[config.mk]
export PLATFORM = sky130hd
export DESIGN_NAME = exec_occupancy_sb
export DESIGN_NICKNAME = d
export VERILOG_FILES = /design/src/rtl/exec_sb_pkg.sv /design/src/rtl/exec_sb_units.sv /design/src/rtl/exec_sb_wbq.sv /design/src/rtl/exec_occupancy_sb.sv
export SDC_FILE = /design/constraint.sdc
export NUM_CORES = 2
export LEC_CHECK = 0
export ABC_AREA = 1
export BUFFER_PORTS_ARGS = -buffer_cell sky130_fd_sc_hd__buf_2
export CORE_MARGIN = 2
export CORE_UTILIZATION = 24
export CTS_BUF_LIST = sky130_fd_sc_hd__clkbuf_8
export DETAILED_ROUTE_END_ITERATION = 6
export GPL_TIMING_DRIVEN = 0
export PLACE_DENSITY_LB_ADDON = 0.3
export REMOVE_ABC_BUFFERS = 1
export SYNTH_ARGS = -nofsm -noshare
export SYNTH_HDL_FRONTEND = slang
export SYNTH_SLANG_ARGS = --single-unit
[constraint.sdc]
create_clock -name clk -period 51.2 [get_ports clk]
set_clock_uncertainty 0.15 [all_clocks]
set_input_delay 2.56 -clock clk [delete_from_list [all_inputs] [get_ports clk]]
set_output_delay 2.56 -clock clk [all_outputs]
set_load 0.01 [all_outputs]
[src/rtl/exec_sb_pkg.sv]
package exec_sb_pkg;
  localparam int NCLS  = 7;
  localparam int CLS_W = 3;
  localparam int CLS_UNITS [NCLS] = '{4, 2, 4, 1, 4, 1, 1};

  function automatic int total_units();
    int s;
    s = 0;
    for (int c = 0; c < NCLS; c++) s += CLS_UNITS[c];
    return s;
  endfunction

  function automatic int max_units();
    int m;
    m = 1;
    for (int c = 0; c < NCLS; c++) if (CLS_UNITS[c] > m) m = CLS_UNITS[c];
    return m;
  endfunction

  // class of flat unit u
  function automatic int unit_cls(int u);
    int base;
    base = 0;
    for (int c = 0; c < NCLS; c++) begin
      if (u < base + CLS_UNITS[c]) return c;
      base += CLS_UNITS[c];
    end
    return 0;
  endfunction

  // index of flat unit u within its class
  function automatic int unit_idx(int u);
    int base;
    base = 0;
    for (int c = 0; c < NCLS; c++) begin
      if (u < base + CLS_UNITS[c]) return u - base;
      base += CLS_UNITS[c];
    end
    return 0;
  endfunction

  localparam int NUNITS = total_units();
  localparam int MAXU   = max_units();
  localparam int CNT_W  = $clog2(MAXU + 1);
  localparam int IDX_W  = (MAXU > 1) ? $clog2(MAXU) : 1;
  localparam int UID_W  = (NUNITS > 1) ? $clog2(NUNITS) : 1;

  typedef enum logic [1:0] {
    SUB_ANY  = 2'd0,
    SUB_EVEN = 2'd1,
    SUB_ODD  = 2'd2
  } sub_e;
endpackage

[src/rtl/exec_sb_units.sv]
module exec_sb_units
  import exec_sb_pkg::*;
#(
  parameter int BUSY_W = 6
) (
  input  logic                    clk,
  input  logic                    rst_n,
  input  logic [CLS_W-1:0]        req_cls,
  input  logic [1:0]              req_sub,
  input  logic [BUSY_W-1:0]       req_busy,
  input  logic                    take,
  output logic                    found,
  output logic [IDX_W-1:0]        sel_idx,
  output logic [NCLS*CNT_W-1:0]   free_cnt
);
  logic [BUSY_W-1:0] cnt_q [NUNITS];
  logic [BUSY_W-1:0] cnt_d [NUNITS];
  logic [NUNITS-1:0] idle;
  logic [NUNITS-1:0] elig;
  logic [NUNITS-1:0] upd;
  logic [UID_W-1:0]  sel_u;

  for (genvar u = 0; u < NUNITS; u++) begin : g_unit
    localparam int UC = unit_cls(u);
    localparam int UI = unit_idx(u);
    localparam bit ODD = (UI % 2) == 1;

    assign idle[u] = (cnt_q[u] == '0);
    assign elig[u] = idle[u] && (req_cls == CLS_W'(UC)) &&
                     ((req_sub == SUB_ANY) ||
                      (req_sub == SUB_EVEN && !ODD) ||
                      (req_sub == SUB_ODD  &&  ODD));

    always_comb begin
      cnt_d[u] = cnt_q[u];
      upd[u]   = 1'b0;
      if (!idle[u]) begin
        cnt_d[u] = cnt_q[u] - 1'b1;
        upd[u]   = 1'b1;
      end
      if (take && (sel_u == UID_W'(u))) begin
        cnt_d[u] = (req_busy == '0) ? '0 : req_busy - 1'b1;
        upd[u]   = 1'b1;
      end
    end

    always_ff @(posedge clk or negedge rst_n) begin
      if (!rst_n)      cnt_q[u] <= '0;
      else if (upd[u]) cnt_q[u] <= cnt_d[u];
    end
  end

  // lowest eligible unit wins
  always_comb begin
    found   = 1'b0;
    sel_u   = '0;
    sel_idx = '0;
    for (int u = NUNITS - 1; u >= 0; u--) begin
      if (elig[u]) begin
        found   = 1'b1;
        sel_u   = UID_W'(u);
        sel_idx = IDX_W'(unit_idx(u));
      end
    end
  end

  for (genvar c = 0; c < NCLS; c++) begin : g_cls
    logic [CNT_W-1:0] fc;
    always_comb begin
      fc = '0;
      for (int u = 0; u < NUNITS; u++)
        if (unit_cls(u) == c && idle[u]) fc = fc + 1'b1;
    end
    assign free_cnt[c*CNT_W +: CNT_W] = fc;
  end
endmodule

[src/rtl/exec_sb_wbq.sv]
module exec_sb_wbq #(
  parameter int LAT_W = 7,
  parameter int TAG_W = 5
) (
  input  logic             clk,
  input  logic             rst_n,
  input  logic             push,
  input  logic [LAT_W-1:0] push_lat,
  input  logic [TAG_W-1:0] push_tag,
  output logic             room,
  output logic             wb_valid,
  output logic [TAG_W-1:0] wb_tag
);
  localparam int DEPTH = 2 ** LAT_W;

  logic [DEPTH-1:0] vld_q, vld_d, sh_v;
  logic [TAG_W-1:0] tag_q [DEPTH];
  logic [TAG_W-1:0] tag_d [DEPTH];
  logic [TAG_W-1:0] sh_t  [DEPTH];
  logic [LAT_W-1:0] start;
  logic [LAT_W-1:0] pos;

  assign start = (push_lat == '0) ? '0 : push_lat - 1'b1;

  always_comb begin
    for (int k = 0; k < DEPTH; k++) begin
      sh_v[k] = (k < DEPTH - 1) ? vld_q[(k + 1) % DEPTH] : 1'b0;
      sh_t[k] = tag_q[(k + 1) % DEPTH];
    end
  end

  // first free slot at or above the requested one
  always_comb begin
    room = 1'b0;
    pos  = '0;
    for (int k = DEPTH - 1; k >= 0; k--) begin
      if ((LAT_W'(k) >= start) && !sh_v[k]) begin
        room = 1'b1;
        pos  = LAT_W'(k);
      end
    end
  end

  always_comb begin
    vld_d = sh_v;
    for (int k = 0; k < DEPTH; k++) tag_d[k] = sh_t[k];
    if (push && room) begin
      vld_d[pos] = 1'b1;
      tag_d[pos] = push_tag;
    end
  end

  always_ff @(posedge clk or negedge rst_n) begin
    if (!rst_n) vld_q <= '0;
    else        vld_q <= vld_d;
  end

  for (genvar k = 0; k < DEPTH; k++) begin : g_tag
    always_ff @(posedge clk or negedge rst_n) begin
      if (!rst_n)        tag_q[k] <= '0;
      else if (vld_d[k]) tag_q[k] <= tag_d[k];
    end
  end

  assign wb_valid = vld_q[0];
  assign wb_tag   = tag_q[0];
endmodule

[src/rtl/exec_occupancy_sb.sv]
module exec_occupancy_sb
  import exec_sb_pkg::*;
#(
  parameter int LAT_W  = 7,
  parameter int BUSY_W = 6,
  parameter int TAG_W  = 5
) (
  input  logic                  clk,
  input  logic                  rst_n,
  input  logic                  req_valid,
  output logic                  req_ready,
  input  logic [CLS_W-1:0]      req_cls,
  input  logic [1:0]            req_sub,
  input  logic [LAT_W-1:0]      req_lat,
  input  logic [BUSY_W-1:0]     req_busy,
  input  logic [TAG_W-1:0]      req_tag,
  output logic                  grant_valid,
  output logic [IDX_W-1:0]      grant_idx,
  output logic [NCLS*CNT_W-1:0] free_cnt,
  output logic                  wb_valid,
  output logic [TAG_W-1:0]      wb_tag
);
  logic [1:0] rst_sync_q;
  logic       rst_core_n;
  logic       unit_found;
  logic       wb_room;

  always_ff @(posedge clk or negedge rst_n) begin
    if (!rst_n) rst_sync_q <= 2'b00;
    else        rst_sync_q <= {rst_sync_q[0], 1'b1};
  end
  assign rst_core_n = rst_sync_q[1];

  assign req_ready   = unit_found && wb_room;
  assign grant_valid = req_valid && req_ready;

  exec_sb_units #(.BUSY_W(BUSY_W)) u_units (
    .clk      (clk),
    .rst_n    (rst_core_n),
    .req_cls  (req_cls),
    .req_sub  (req_sub),
    .req_busy (req_busy),
    .take     (grant_valid),
    .found    (unit_found),
    .sel_idx  (grant_idx),
    .free_cnt (free_cnt)
  );

  exec_sb_wbq #(.LAT_W(LAT_W), .TAG_W(TAG_W)) u_wbq (
    .clk      (clk),
    .rst_n    (rst_core_n),
    .push     (grant_valid),
    .push_lat (req_lat),
    .push_tag (req_tag),
    .room     (wb_room),
    .wb_valid (wb_valid),
    .wb_tag   (wb_tag)
  );
endmodule

==> summary.txt <==
====================================================================================================
Outcome ............................................................................... finished clean
Antenna viol nets, final ..............................................................            0
Smallest hold slack ...................................................................    0.1425 ns
Clock-pin slew reported for the worst setup and hold paths after clock tree synthesis .      0.06 ns
Count of flip-flops with a built-in enable after synthesis ............................            0
Switching Power .......................................................................     519.8 uW
Number of inserted filler cells in the final layout ...................................        19410
Post-detailed-route via-to-cell ratio .................................................        4.627
Final cell area excluding filler cells ................................................  0.04974 mm2
Slowest cell on crit path .............................................................      nand3_1
Crit path from ........................................................................   req_lat[0]
Critical R2R Capture .................................................................. u_wbq.sh_t[9]
Total Negative Setup Slacks ...........................................................         0 ns
Die Y .................................................................................     427.9 um
Input/output buffers ..................................................................           49
Cell Int Power ........................................................................     1.187 mW
Number of DRC violations after detailed-routing iteration 0 ...........................         3102
Worst Setup Slack post-DPL ............................................................     35.45 ns
Actual slew at the worst max-slew pin .................................................     1.443 ns
Number of global-route vias before repair .............................................        37070
Type of the setup path with the least slack ...........................................    in -> reg
Util after Layout .....................................................................       27.88%
Pwr Density ........................................................................... 34.31 mW/mm2
Mean routed wirelength per cell .......................................................     16.40 um
Clock insertion delay at the later pin of the skew report .............................      0.90 ns
Cell seen most often among critical-path stages .......................................      nand2_1
Sequential power share ................................................................        45.9%
Worst reg-to-reg setup slack ..........................................................     39.81 ns
Synth area leader .....................................................................      dfrtp_1
Max-slew violation count ..............................................................            0
Average instance area after synthesis .................................................    7.621 um2
Data required time of the critical path ...............................................     51.83 ns
Maximum vdd ir drop ...................................................................     23.00 uV
TritonCTS clock tree ..................................................................        built
Length in cells of the worst reg-to-reg path ..........................................          128
Maximum buffer depth of the clock tree ................................................            3
# hold bufs at CTS ....................................................................            0
Ports placed on the boundary ..........................................................           57
Clk Tree Root Cell ....................................................................     clkbuf_8
Worst rel slew slack ..................................................................       3.419%
Overall fraction of global-route tracks in use ........................................       14.68%
Placed inst area ......................................................................  0.04663 mm2
Pin count of the biggest net entering global routing ..................................           70
Post-synth top area share .............................................................       50.61%
Prevailing post-synth register cell ...................................................      dfrtp_1
Routed WL .............................................................................    135400 um
Lkg Pwr ...............................................................................     22.50 nW
Post-synthesis instance area ..........................................................  0.04312 mm2
Global-route wire length before repair ................................................    214900 um
Post-Synthesis Cells ..................................................................         5658
Number of H-tree branching levels .....................................................            4
Critical path fanouts, max ............................................................           20
Post-CTS sizing .......................................................................            0
Fin worst setup slack .................................................................     36.05 ns
Growth of design area from synthesis to finish ........................................       15.37%
Initial DRT Pass Iterations ...........................................................            6
Highest clock rate ....................................................................  0.06599 GHz
Arrival time reported for the critical path endpoint ..................................     15.79 ns
Combinational power share .............................................................        15.5%
Final cell count without fillers ......................................................         8254
Reg2Reg Launch Point .................................................................. u_wbq.vld_q[125]
Clock network power share .............................................................        38.6%
Layout net count ......................................................................         5835
Die area ..............................................................................   0.1831 mm2
Portion of the post-synthesis area used by sequential elements ........................       50.61%
Synth async-reset ratio ...............................................................       100.0%
Number of flip-flops and latches in the synthesized netlist ...........................          872
Distinct cells, synth .................................................................           50
DIE WIDTH .............................................................................     427.9 um
Row count .............................................................................          155
Final cycle utilization of the critical path ..........................................       29.60%
Multi-input logic area ................................................................  0.01862 mm2
Share of layout cells above drive strength 1 ..........................................       7.617%
Class of the tightest hold or removal check ........................................... reg -> async
Endpoints failing hold ................................................................            0
Count of final setup violators ........................................................            0
Core footprint ........................................................................   0.1784 mm2
Storage element area ..................................................................  0.02182 mm2
Switch share ..........................................................................       30.46%
Nature of the critical path startpoint ................................................   input port
Setup Fix Bufs, Post-CTS ..............................................................            0
RePlAce Congestion ....................................................................       0.9120
Peak per-stage delay on the critical path .............................................      1.17 ns
CP Capture Type .......................................................................     register
CTS Buf Count .........................................................................          154
Final period demand of the worst path .................................................     15.15 ns
Initial core utilization ..............................................................       24.17%
Antenna violations before repair ......................................................            3
Setup repair after global routing missed its margin ...................................           no
Total DRC errors in the routed layout .................................................            0
HPWL after detailed placement .........................................................     92690 um
Total number of clock tree sinks ......................................................          872
Synth Warn # ..........................................................................            0
# placed instances ....................................................................         7977
Number of max-cap violations ..........................................................            0
Total via count after detailed routing ................................................        38190
Power after layout ....................................................................     1.707 mW
Final global-route overflow total .....................................................            0
Main area contributors after synthesis ................................................ dfrtp_1, nand2_1, nand3_1, inv_1, nor2_1
====================================================================================================
-- flip-flops by register name, indices dropped and copies added, names as in the netlist --
register	cells
rst_sync_q	2
u_wbq.wb_tag	5
u_wbq.sh_t	635
u_units.cnt_q	102
u_wbq.vld_q	128
-- worst max-delay path by stage --
| stage | to | depth (start not counted) | slack [ns] |
|---|---|---|---|
| after global routing | u_wbq.sh_t[9] | 129 | 34.89 |
| after detailed placement | u_wbq.sh_t[9] | 129 | 35.45 |
| after global placement | u_wbq.sh_t[84] | 0 | 13.29 |
| after CTS | u_wbq.sh_t[9] | 129 | 36.38 |
| final | u_wbq.sh_t[9] | 129 | 36.05 |
| after floorplan | u_units.cnt_q[0] | 0 | 24.94 |
-- routing by layer --
metal	GRT usage (%)	wire length (um)	part of all wire (%)	vias up
met2	23.63	62580	46	967
met3	2.058	6970	5.1	223
met1	20.05	62020	46	18530
met5	0	0	0	-
met4	5.273	3786	2.8	0
li1	-	-	-	18470
-- synthesized netlist by cell type (17+ instances only) --
library cell / instances
o211ai_1: 27
nand3_1: 1014
nand4_1: 30
xor2_1: 26
o221ai_1: 17
nor2_1: 332
nor2_2: 41
o22ai_1: 21
o21ai_0: 172
inv_2: 45
nor3_1: 44
dfrtp_1: 872
nor2_4: 27
a21oi_1: 36
nand2_1: 2103
xnor2_1: 40
ha_1: 31
inv_1: 538
a22oi_1: 33
clkbuf_1: 91
-- power groups by stage --
stage          sequential, mW  clock, mW  combinational (mW)
5_1_grt                 0.790      0.711               0.301
3_5_place_dp            0.794          0               0.267
2_1_floorplan           0.796          0               0.173
4_1_cts                 0.782      0.681               0.267
6_report                0.783      0.659               0.265
3_3_place_gp            0.809          0               0.238
-- logic make-up after synthesis --
kind of cell	synth area share (%)
other	0.01742
adders and majority gates	0.8996
AOI/OAI and AO/OA	4.953
buffers and inverters	6.367
and+or+nand+nor	35.81
xor gates and xnor gates	1.341
DFF	50.61
-- critical path, delay by kind of cell --
family                     cells  cell delay, ns
AOI/OAI and AO/OA              2            0.59
and+or+nand+nor              121           10.65
xor gates and xnor gates       1            0.15
buffers and inverters          4            1.51
adders and majority gates      1            0.27
-- final cells by class --
class                           count  share of cell area (%)
Sequential cell                   872                   43.88
Multi-Input combinational cell   4084                   37.43
Tap cell                         2355                   5.924
Clock buffer                      192                   5.312
Inverter                          587                   4.437
Timing Repair Buffer               79                   2.083
Clock inverter                     81                  0.9181
Antenna cell                        4                 0.02012
-- placed cells by master, fill, tap and decap left out, types with 23 or more instances in the layout --
| cell type | n |
|---|---|
| nand2_1 | 2102 |
| ha_1 | 31 |
| xnor2_1 | 40 |
| clkbuf_8 | 192 |
| o21ai_0 | 172 |
| nor2_1 | 326 |
| a21oi_1 | 36 |
| nor2_2 | 44 |
| nand4_1 | 30 |
| inv_2 | 45 |
| buf_2 | 44 |
| buf_16 | 23 |
| dfrtp_1 | 871 |
| nand3_1 | 1014 |
| inv_1 | 587 |
| o211ai_1 | 27 |
| xor2_1 | 26 |
| a22oi_1 | 33 |
| nor3_1 | 43 |
| nor2_4 | 30 |
Note: power is estimated with default switching activity, not from simulation.
